## config.mk

```make
export PLATFORM = sky130hd
export DESIGN_NAME = irq_front_end
export DESIGN_NICKNAME = d
export VERILOG_FILES = /design/src/rtl/irq_fe_pkg.sv /design/src/rtl/irq_sync.sv /design/src/rtl/nmi_ctrl.sv /design/src/rtl/intr_ack.sv /design/src/rtl/irq_front_end.sv
export SDC_FILE = /design/constraint.sdc
export NUM_CORES = 1
export LEC_CHECK = 0
export BUFFER_PORTS_ARGS = -buffer_cell sky130_fd_sc_hd__clkbuf_2
export CAP_MARGIN = 20
export CORE_MARGIN = 2
export CORE_UTILIZATION = 45
export CTS_CLUSTER_SIZE = 10
export DETAILED_ROUTE_END_ITERATION = 10
export HOLD_SLACK_MARGIN = 0.08
export PLACE_DENSITY = 0.79
export SKIP_CTS_REPAIR_TIMING = 1
export SYNTH_ARGS = -nofsm -noshare
export SYNTH_HDL_FRONTEND = slang
export SYNTH_HIERARCHICAL = 1
export SYNTH_SLANG_ARGS = --single-unit
```

## constraint.sdc

```tcl
create_clock -name clk_i -period 3 [get_ports clk_i]
set_input_delay 0 -clock clk_i [delete_from_list [all_inputs] [get_ports clk_i]]
set_output_delay 0 -clock clk_i [all_outputs]
set_load 0.05 [all_outputs]
```

## src/rtl/irq_fe_pkg.sv

```systemverilog
package irq_fe_pkg;
  localparam int unsigned VEC_W       = 8;
  localparam int unsigned SYNC_STAGES = 2;
  localparam logic [VEC_W-1:0] NMI_VEC = VEC_W'(2);
  localparam int unsigned PIN_INTR = 0;
  localparam int unsigned PIN_NMI  = 1;
endpackage

```

## src/rtl/irq_sync.sv

```systemverilog
module irq_sync #(
  parameter int unsigned W      = 2,
  parameter int unsigned STAGES = 2
) (
  input  logic         clk_i,
  input  logic         rst_ni,
  input  logic [W-1:0] d_i,
  output logic [W-1:0] q_o
);
  logic [W-1:0] st_q [STAGES];

  for (genvar g = 0; g < STAGES; g++) begin : g_stage
    always_ff @(posedge clk_i or negedge rst_ni) begin
      if (!rst_ni) st_q[g] <= '0;
      else if (g == 0) st_q[g] <= d_i;
      else st_q[g] <= st_q[(g == 0) ? 0 : g-1];
    end
  end

  assign q_o = st_q[STAGES-1];
endmodule

```

## src/rtl/nmi_ctrl.sv

```systemverilog
module nmi_ctrl (
  input  logic clk_i,
  input  logic rst_ni,
  input  logic lvl_i,
  input  logic en_i,
  input  logic bound_i,
  input  logic hold_i,
  input  logic ret_i,
  output logic go_o,
  output logic in_nmi_o
);
  logic prev_q, pend_q, in_q;
  logic rise;

  assign rise = en_i & lvl_i & ~prev_q;
  assign go_o = en_i & bound_i & pend_q & ~in_q & ~hold_i;

  always_ff @(posedge clk_i or negedge rst_ni) begin
    if (!rst_ni) begin
      prev_q <= 1'b0;
      pend_q <= 1'b0;
      in_q   <= 1'b0;
    end else begin
      prev_q <= lvl_i;
      // one-deep: a second edge while pending merges into it
      pend_q <= en_i & (rise | (pend_q & ~go_o));
      in_q   <= go_o | (in_q & ~ret_i);
    end
  end

  assign in_nmi_o = in_q;
endmodule

```

## src/rtl/intr_ack.sv

```systemverilog
module intr_ack #(
  parameter int unsigned VEC_W = 8
) (
  input  logic             clk_i,
  input  logic             rst_ni,
  input  logic             lvl_i,
  input  logic             en_i,
  input  logic             bound_i,
  input  logic             if_i,
  input  logic             nmi_go_i,
  input  logic             done_i,
  input  logic [VEC_W-1:0] vec_i,
  output logic             busy_o,
  output logic             take_o,
  output logic [VEC_W-1:0] vec_o
);
  logic busy_q, start;

  assign start  = en_i & bound_i & if_i & lvl_i & ~busy_q & ~nmi_go_i;
  assign take_o = busy_q & done_i & lvl_i & en_i;
  assign vec_o  = vec_i;

  always_ff @(posedge clk_i or negedge rst_ni) begin
    if (!rst_ni) busy_q <= 1'b0;
    else busy_q <= start | (busy_q & ~done_i);
  end

  assign busy_o = busy_q;
endmodule

```

## src/rtl/irq_front_end.sv

```systemverilog
module irq_front_end
  import irq_fe_pkg::*;
(
  input  logic             clk_i,
  input  logic             rst_ni,
  input  logic [1:0]       pin_i,
  input  logic             apic_en_i,
  input  logic             if_flag_i,
  input  logic             insn_bound_i,
  input  logic             nmi_ret_i,
  input  logic             ack_done_i,
  input  logic [VEC_W-1:0] ack_vec_i,
  output logic             ack_req_o,
  output logic             irq_take_o,
  output logic [VEC_W-1:0] irq_vec_o,
  output logic             in_nmi_o,
  output logic [1:0]       lint_o
);
  logic [1:0]       pin_s;
  logic             legacy, nmi_go, ack_busy, intr_take;
  logic [VEC_W-1:0] intr_vec;
  logic             take_q;
  logic [VEC_W-1:0] vec_q;

  assign legacy = ~apic_en_i;

  irq_sync #(.W(2), .STAGES(SYNC_STAGES)) u_sync (
    .clk_i, .rst_ni, .d_i(pin_i), .q_o(pin_s)
  );

  nmi_ctrl u_nmi (
    .clk_i, .rst_ni,
    .lvl_i(pin_s[PIN_NMI]), .en_i(legacy), .bound_i(insn_bound_i),
    .hold_i(ack_busy), .ret_i(nmi_ret_i),
    .go_o(nmi_go), .in_nmi_o(in_nmi_o)
  );

  intr_ack #(.VEC_W(VEC_W)) u_ack (
    .clk_i, .rst_ni,
    .lvl_i(pin_s[PIN_INTR]), .en_i(legacy), .bound_i(insn_bound_i),
    .if_i(if_flag_i), .nmi_go_i(nmi_go), .done_i(ack_done_i), .vec_i(ack_vec_i),
    .busy_o(ack_busy), .take_o(intr_take), .vec_o(intr_vec)
  );

  always_ff @(posedge clk_i or negedge rst_ni) begin
    if (!rst_ni) begin
      take_q <= 1'b0;
      vec_q  <= '0;
    end else begin
      take_q <= nmi_go | intr_take;
      if (nmi_go) vec_q <= NMI_VEC;
      else if (intr_take) vec_q <= intr_vec;
    end
  end

  assign ack_req_o  = ack_busy;
  assign irq_take_o = take_q;
  assign irq_vec_o  = vec_q;
  assign lint_o     = apic_en_i ? pin_s : 2'b00;
endmodule

```

Word level (Yosys, flattened, before mapping)
Cells that the tools add are included.
{"block": "totals", "regBits": 17, "elab_cells": 40}
{"block": "classes", "mux": 3, "n_bitwise": 28, "n_reduce_logical": 1}
{"operator": "$and 1x1->1", "count": 17}
{"operator": "$mux 8", "count": 2}
{"operator": "$not 1->1", "count": 7}
{"operator": "$or 1x1->1", "count": 4}
{"operator": "$mux 2", "count": 1}
{"operator": "$reduce_bool 2->1", "count": 1}

Logic depth before layout (Yosys ltp)
Gate-level depths: netlist of the first run.
{"block": "logic_depth", "word_depth": 9, "depth_mapped": 5, "depth_no_buf": 5}

Cells and area by module
Netlist of the first run, hierarchy kept.
{"mod": "irq_front_end", "n_inst": 1, "cells_per_inst": 31, "area_per_inst_um2": 377.9, "seq_area_each_um2": 225.2}
{"mod": "nmi_ctrl", "n_inst": 1, "cells_per_inst": 11, "area_per_inst_um2": 125.1, "seq_area_each_um2": 75.1}
{"mod": "intr_ack", "n_inst": 1, "cells_per_inst": 13, "area_per_inst_um2": 120.1, "seq_area_each_um2": 25.0}
{"mod": "irq_sync", "n_inst": 1, "cells_per_inst": 6, "area_per_inst_um2": 115.1, "seq_area_each_um2": 100.1}

Worst setup path after synthesis of the first run
Ideal clock, no wire load.
{"block": "synth_path", "path_kind": "reg-to-reg", "startpoint": "reg u_ack.busy_q, in the netlist u_ack/busy_o", "endpoint": "reg u_ack.busy_q, in the netlist u_ack/busy_o", "setup_ns": 0.121, "arrival_time_ns": 1.484, "t_required_ns": 2.879, "path_slack_ns": 1.395, "path_stages_with_launch": 5, "cell_sequence": "dfrtp_1 -> or3b_1 -> nor2_1 -> nor4bb_1 -> a32o_2"}
{"block": "synth_between", "elab_chain_len": 5, "word_cells_on_any_way": 7, "cone_classes": "bitwise (7)"}
{"element": "from (decl)", "line_no": "intr_ack.sv:17", "text": "logic busy_q, start;"}
{"element": "from (signal assigned)", "line_no": "intr_ack.sv:25", "text": "else busy_q <= start | (busy_q & ~done_i);"}
{"element": "$not 1->1", "line_no": "nmi_ctrl.sv:16", "text": "assign go_o = en_i & bound_i & pend_q & ~in_q & ~hold_i;"}
{"element": "$and 1x1->1", "line_no": "nmi_ctrl.sv:16"}
{"element": "named net nmi_go", "line_no": "irq_front_end.sv:20", "text": "logic legacy, nmi_go, ack_busy, intr_take;"}
{"element": "$not 1->1", "line_no": "intr_ack.sv:19", "text": "assign start = en_i & bound_i & if_i & lvl_i & ~busy_q & ~nmi_go_i;"}
{"element": "$and 1x1->1", "line_no": "intr_ack.sv:19"}
{"element": "$or 1x1->1", "line_no": "intr_ack.sv:25"}
The timed path passes the listed nets, and every way through them passes these cells.
A chain may end at the register's enable or synchronous reset.

Final worst setup path of the first run
{"block": "layout_path", "startpoint": "reg u_nmi.in_q, in the netlist u_nmi/in_nmi_o", "endpoint": "reg u_ack.busy_q, in the netlist u_ack/busy_o"}
{"block": "layout_between", "elab_chain_len": 6}
{"element": "from (decl)", "line_no": "nmi_ctrl.sv:12", "text": "logic prev_q, pend_q, in_q;"}
{"element": "from (signal assigned)", "line_no": "nmi_ctrl.sv:27", "text": "in_q <= go_o | (in_q & ~ret_i);"}
{"element": "$not 1->1", "line_no": "nmi_ctrl.sv:16"}
{"element": "$and 1x1->1 (2 in a row)", "line_no": "nmi_ctrl.sv:16"}
{"element": "named net nmi_go", "line_no": "irq_front_end.sv:20"}
{"element": "$not 1->1", "line_no": "intr_ack.sv:19"}
{"element": "$and 1x1->1", "line_no": "intr_ack.sv:19"}
{"element": "$or 1x1->1", "line_no": "intr_ack.sv:25"}
The timed path passes the listed nets, and every way through them passes these cells.

==> summary.txt, run 1 <==
Floorplanning
  – Die Span Y: 44.5 um
  – IO Pins: 30
  – Rows: 14
  – Chip width: 44.5 um
  – Core ar.: 1520 sq um
  – Die ar.: 1980 sq um
  – Initial core utilization: 48.4%

STA
  – Max Clock Freq: 538 MHz
  – Period utilisation layout: 61.9%
  – Fin Setup TNS: 0 ns
  – Slew @ Worst Pin: between 0.6 and 0.7 ns
  – Relative slew slack: 59.0%
  – Final setup violating endpoints: 0
  – Tmin final: roughly 1.9 ns
  – Unrepaired setup endpoints after global routing: false
  – Hold Vio Cnt, Final: 0
  – Final worst slack: 1.14 ns
  – Worst-case clock skew: 0.00381 ns
  – Fin. max-slew vios: 0

Clock tree
  – Inserted Clock Buffers: 3
  – CTS tree: done
  – Worst-Skew Late Latency: 0.27 ns
  – H-tree depth: 1
  – CTS Buffer Depth: 2
  – Clock-pin slew on the worst setup and hold paths: 0.09 ns
  – CTS Root Cell: clkbuf_4
  – Sink Count: 17

Synthesis
  – Ys Warns: 6
  – Mapped Avg Cell Area: 12.1 sq um
  – Syn Nets: 78
  – Synth Flop Type: dfrtp_1
  – Mapped Cells: 61
  – Post-synth EDFFs: 0
  – Proportion of synthesized chip area in sequential cells: 57.6%
  – Top post-synthesis cells by area: dfrtp_1 (58%), buf_4 (10%), mux2i_1 (9.5%), nor2_1 (4.1%), and2_1 (1.7%)
  – Async SR Flop Fraction: 100%
  – Synth Cell Area: 738 sq um
  – Yosys reg bits: 17
  – Synth top area share: 57.6%
  – Post-synth cell types: 19
  – Leading area contributor after synthesis: dfrtp_1

Placed design
  – Routability cong.: 0.758
  – Inst Count DP: 94
  – Detail Placement HPWL: ~860 um
  – Pre-CTS WS: 1.12 ns
  – # port buffers: 29

Worst setup path
  – Slowest CP cell: nor2_1
  – Arrival @ worst endpoint: 2.03 ns
  – Worst setup EP type: flip-flop
  – CP max FO: 10
  – Critical Path Start Type: flip-flop
  – Crit-path max cell delay: 0.51 ns
  – Worst path cell trace: or3b_1 -> nor2_1 -> nor4bb_1 -> a32o_2
  – Crit path buffers/inverters: 0
  – CP required: 3.17 ns
  – CP delay by family, top: simple AND/OR/NAND/NOR gates
  – Worst setup path class: reg2reg

Final layout
  – Layout Nets: approximately 110
  – Final Core Density: between 60% and 70%
  – Final antenna diode count: 0
  – Layout cells sized above 1: roughly 39%
  – Area Growth Syn to Fin: 31.2%
  – Non-filler cells, final: 111

Detailed routing
  – M1 wire length: slightly above 500 um
  – WL met3: around 54 um
  – Vias: 518
  – Starting DRT DRC Count: 4
  – DR WL/cell: 11.1 um
  – DRT antenna net count: 0
  – DRC: 0
  – Drt first pass iters: 4
  – Met2 wire length: 645 um
  – Via-to-Cell Ratio: ~4.7
  – Routed WL: 1230 um
  – Uppermost layer routed: met4

Min path
  – Hold Crit Class: in2reg

Power and ir drop
  – Power share of the sequential group: 49.4%
  – NetSw: 181 uW
  – Leak Pwr: 0.507 nW
  – Pwr Total: about 540 uW
  – Clk network pwr share: 21.2%
  – Combinational share of power: approximately 30%
  – Sw frac: 33.9%
  – Pwr Density: 553 nW/um^2
  – Power Internal: 354 uW
  – Peak supply drop: 353 uV

Global route
  – Vias in the first global route: 450
  – Remaining global-route overflow: 0
  – Initial antenna violation count: 0
  – Total track usage: 14.0%
  – Largest net degree at the start of global routing: 18
  – Global-route wire length before repair: 1890 um

Flow run
  – Max_cap viols: 0

Status
  – Outcome: complete, no violations
## power by group through the flow
stage	registers (mW)	logic [mW]	clock network, mW
after floorplan	0.338	0.0443	0
after global placement	0.268	0.145	0
after detailed placement	0.270	0.145	0
after CTS	0.265	0.145	0.119
after global routing	0.268	0.167	0.133
final	0.265	0.157	0.113
## state kept, by name (all words and copies together), names as in the netlist
register        count
irq_take_o          1
u_sync/q_o          2
u_sync/st_q         2
irq_vec_o           8
u_nmi/pend_q        1
u_nmi/prev_q        1
u_ack/busy_o        1
u_nmi/in_nmi_o      1
## path summary, 6_finish.rpt
check	start	to	slack, ns	cells after the start
max	u_nmi/in_nmi_o	u_ack/busy_o	1.14	4
min reg2reg	u_sync/st_q[3]	u_sync/q_o[1]	0.36	0
max reg2reg	u_nmi/in_nmi_o	u_ack/busy_o	1.14	4
max in group asynchronous	rst_ni	u_ack/busy_o	2.54	2
min	apic_en_i	u_nmi/pend_q	0.05	4
min in group asynchronous	rst_ni	irq_vec_o[2]	0.17	2
## cell type report
cell class | instances | area (sq um)
well taps | 16 | 20.0
inverters | 3 | 11.3
fillers | 124 | 556
clock buffers | 4 | 26.3
flip-flops and latches | 17 | 425
multi-input cells | 29 | 210
repair buffers | 42 | 275
## cells in the final DEF (no fill, tap or decap), drive strengths merged, types with 2 or more instances in the layout
cell         instances
nor2                 8
dfrtp               17
and2                 2
inv                  3
dlygate4sd3         13
clkbuf              33
mux2i                7
nand2                2
o22ai                2
## metrics by stage
step	instance area [sq um]	hold slack (ns)
floorplan	738	-0.296
finish	968	0.0478
CTS	838	-0.363
global placement	812	-0.0566
global route	968	0.0817
detailed placement	812	-0.0522
## per-layer routing
| layer | vias up | global-route usage, % |
|---|---|---|
| met4 | 0 | 9.09 |
| met5 | - | 0 |
| met3 | 2 | 4.90 |
| li1 | 261 | - |
| met2 | 16 | 22.9 |
| met1 | 239 | 15.2 |
## cells by family (layout without fill, tap and decap cells)
family          count (synthesis)  after routing  share of synthesized area (%)
simple gates                   18             18                           13.7
mux                             7              7                           9.49
buf+inv                        15             49                           13.9
compound gates                  4              4                           5.25
flops                          17             17                           57.6
## synthesized netlist by cell type, types with 2 or more instances
library cell	number
dfrtp_1	17
buf_4	10
nor2_1	8
mux2i_1	7
inv_1	3
and2_1	2
nand2_1	2
## worst reg2reg max path, cell delays in order (launching register included)
cell and delay [ns]:
dfrtp_1 0.42, or3b_1 0.41, nor2_1 0.51, nor4bb_1 0.13, a32o_2 0.28
Note: power is estimated with default switching activity, not from simulation.
==> run 2: changes to the inputs <==
clock period = 1.76 ns   (was 3 ns; I/O delays follow)
==> run 2 against run 1 <==
Net effect: clock power rose by 79%; largest power group unchanged; critical path type unchanged; clock-buffer cell count down 1; design area up 1.9%.
==> summary.txt, run 2 (synthesis results as in run 1) <==
Final layout
  – Layout cells sized above 1: 40.2% (+1.3 points)
  – Largest register FFs: 8 (unchanged)
  – Area Growth Syn to Fin: 33.7%
  – Non-filler cells, final: 113 (+1.8%)
  – Commonest non-fill, non-tap cell in the layout: clkbuf_2
  – Filler cells: 121 (-2.4%)
  – Final antenna diode count: 0 (unchanged)
  – Final Core Density: 64.8% (+1.2 points)
  – Fin area: 987 sq um (+1.9%)
  – Most frequent cells in the layout: clkbuf_2 (29), dfrtp_1 (17), dlygate4sd3_1 (14), nor2_1 (8), mux2i_1 (7)
  – Layout Nets: 115 (+1.8%)

Global route
  – Remaining global-route overflow: 0 (unchanged)
  – Total track usage: 14.2% (+0.23 points)
  – Largest net degree at the start of global routing: 18 (unchanged)
  – Busiest layer in global routing: met2
  – Vias in the first global route: 466 (+3.6%)
  – Initial antenna violation count: 0 (unchanged)
  – GR Util met2: 22.9% (unchanged)
  – Routing usage on met1: 15.9% (+0.75 points)
  – M3 GR Usage: 3.67% (-1.2 points)
  – Global-route wire length before repair: 1950 um (+3.3%)

Placed design
  – Inst Count DP: 95 (+1.1%)
  – Pre-CTS WS: 0.346 ns (-0.775 ns)
  – Routability cong.: 0.739 (-2.5%)
  – # port buffers: 29 (unchanged)
  – Dpl cell area: 820 sq um (+0.92%)
  – Detail Placement HPWL: 900 um (+4.3%)

Detailed routing
  – Starting DRT DRC Count: 0 (-4)
  – Via-to-Cell Ratio: 4.81 (+3.0%)
  – Drt first pass iters: 1 (-3)
  – DRT antenna net count: 0 (unchanged)
  – Routed WL: 1330 um (+8.3%)
  – DR WL/cell: 11.8 um (+6.4%)
  – Vias: 543 (+4.8%)
  – DRC: 0 (unchanged)

Clock tree
  – Worst-Skew Late Latency: 0.28 ns (about the same)
  – Inserted Clock Buffers: 3 (unchanged)
  – Clock-pin slew on the worst setup and hold paths: 0.10 ns (about the same)
  – CTS Buffer Depth: 2 (unchanged)
  – CTS tree: done
  – Sink Count: 17 (unchanged)
  – CTS Root Cell: clkbuf_4
  – H-tree depth: 1 (unchanged)

Status
  – Outcome: complete, no violations

STA
  – Period utilisation layout: 81.1% (+19 points)
  – Slew @ Worst Pin: 0.400 ns (-0.213 ns)
  – Unrepaired setup endpoints after global routing: false
  – Final worst slack: 0.332 ns (-0.810 ns)
  – Relative slew slack: 73.3% (+14 points)
  – Hold Vio Cnt, Final: 0 (unchanged)
  – Tmin final: 1.43 ns (-0.430 ns)
  – Max Clock Freq: 700 MHz (+30%)
  – Final setup violating endpoints: 0 (unchanged)
  – Fin Setup TNS: 0 ns (unchanged)
  – Worst-case clock skew: 0.00195 ns (-0.00186 ns)
  – Hold_ws: 0.114 ns (+0.0666 ns)
  – Fin. max-slew vios: 0 (unchanged)

Power and ir drop
  – Pwr Density: 937 nW/um^2 (+70%)
  – Pwr Total: 925 uW (+73%)
  – Leak Pwr: 0.519 nW (+2.4%)
  – Peak supply drop: 554 uV (+57%)

Worst setup path
  – CP required: 1.94 ns (-1.23 ns)
  – Worst setup path class: reg2reg
  – Worst setup EP type: flip-flop
  – Critical Path Start Type: flip-flop
  – CP max FO: 6 (-4)
  – Arrival @ worst endpoint: 1.61 ns (-0.42 ns)

Floorplanning
  – Rows: 14 (unchanged)
  – IO Pins: 30 (unchanged)
  – Core ar.: 1520 sq um (unchanged)
  – Die Span Y: 44.5 um (unchanged)
  – Die ar.: 1980 sq um (unchanged)
  – Chip width: 44.5 um (unchanged)
  – Initial core utilization: 48.4% (unchanged)

Min path
  – Hold Crit Class: in2reg

Flow run
  – Max_cap viols: 0 (unchanged)
-- run 2: cell count changes in the layout (fill, tap and decap cells not counted) --
cell	previous run	this run
clkinv_2	0	1
buf_4	0	1
clkbuf_1	1	0
dlygate4sd3_1	13	14
-- run 2: final timing paths --
check                           cells past startpoint             end            from  slack, ns
worst min register to register                      0   u_sync/q_o[1]  u_sync/st_q[3]       0.36
worst max register to register                      4    u_ack/busy_o    u_ack/busy_o       0.33
worst max-delay path                                4    u_ack/busy_o    u_ack/busy_o       0.33
min in group asynchronous                           2  u_nmi/in_nmi_o          rst_ni       0.17
max in group asynchronous                           2    u_nmi/prev_q          rst_ni       1.31
worst min-delay path                                3  u_nmi/in_nmi_o    insn_bound_i       0.11
-- run 2: routing by layer --
layer / up-vias / share of wire [%] / wire (um)
li1: 266 / - / -
met1: 263 / 39 / 526
met2: 12 / 56 / 746
met3: 2 / 3.5 / 46
met4: 0 / 0.90 / 12
met5: - / 0 / 0
-- run 2: worst max-delay path, stage by stage, from the launching register on --
cell and delay [ns]:
dfrtp_1 0.44, or3b_1 0.41, nor2_1 0.15, nor4bb_1 0.07, a32o_2 0.26
-- run 2: where the power goes --
group,internal [mW],leakage (nW),switching (mW)
logic,0.0876,0.283,0.185
clock network,0.0844,0.0177,0.118
registers,0.431,0.218,0.0201
total,0.602,0.519,0.323
-- run 2: layout make-up --
cell class	count	area [sq um]	area share, %
Clock buffer	3	22.5	2.28
Timing Repair Buffer	44	293	29.7
Clock inverter	1	5.00	0.507
Multi-Input combinational cell	29	210	21.3
Tap cell	16	20.0	2.03
Sequential cell	17	425	43.1
Inverter	3	11.3	1.14
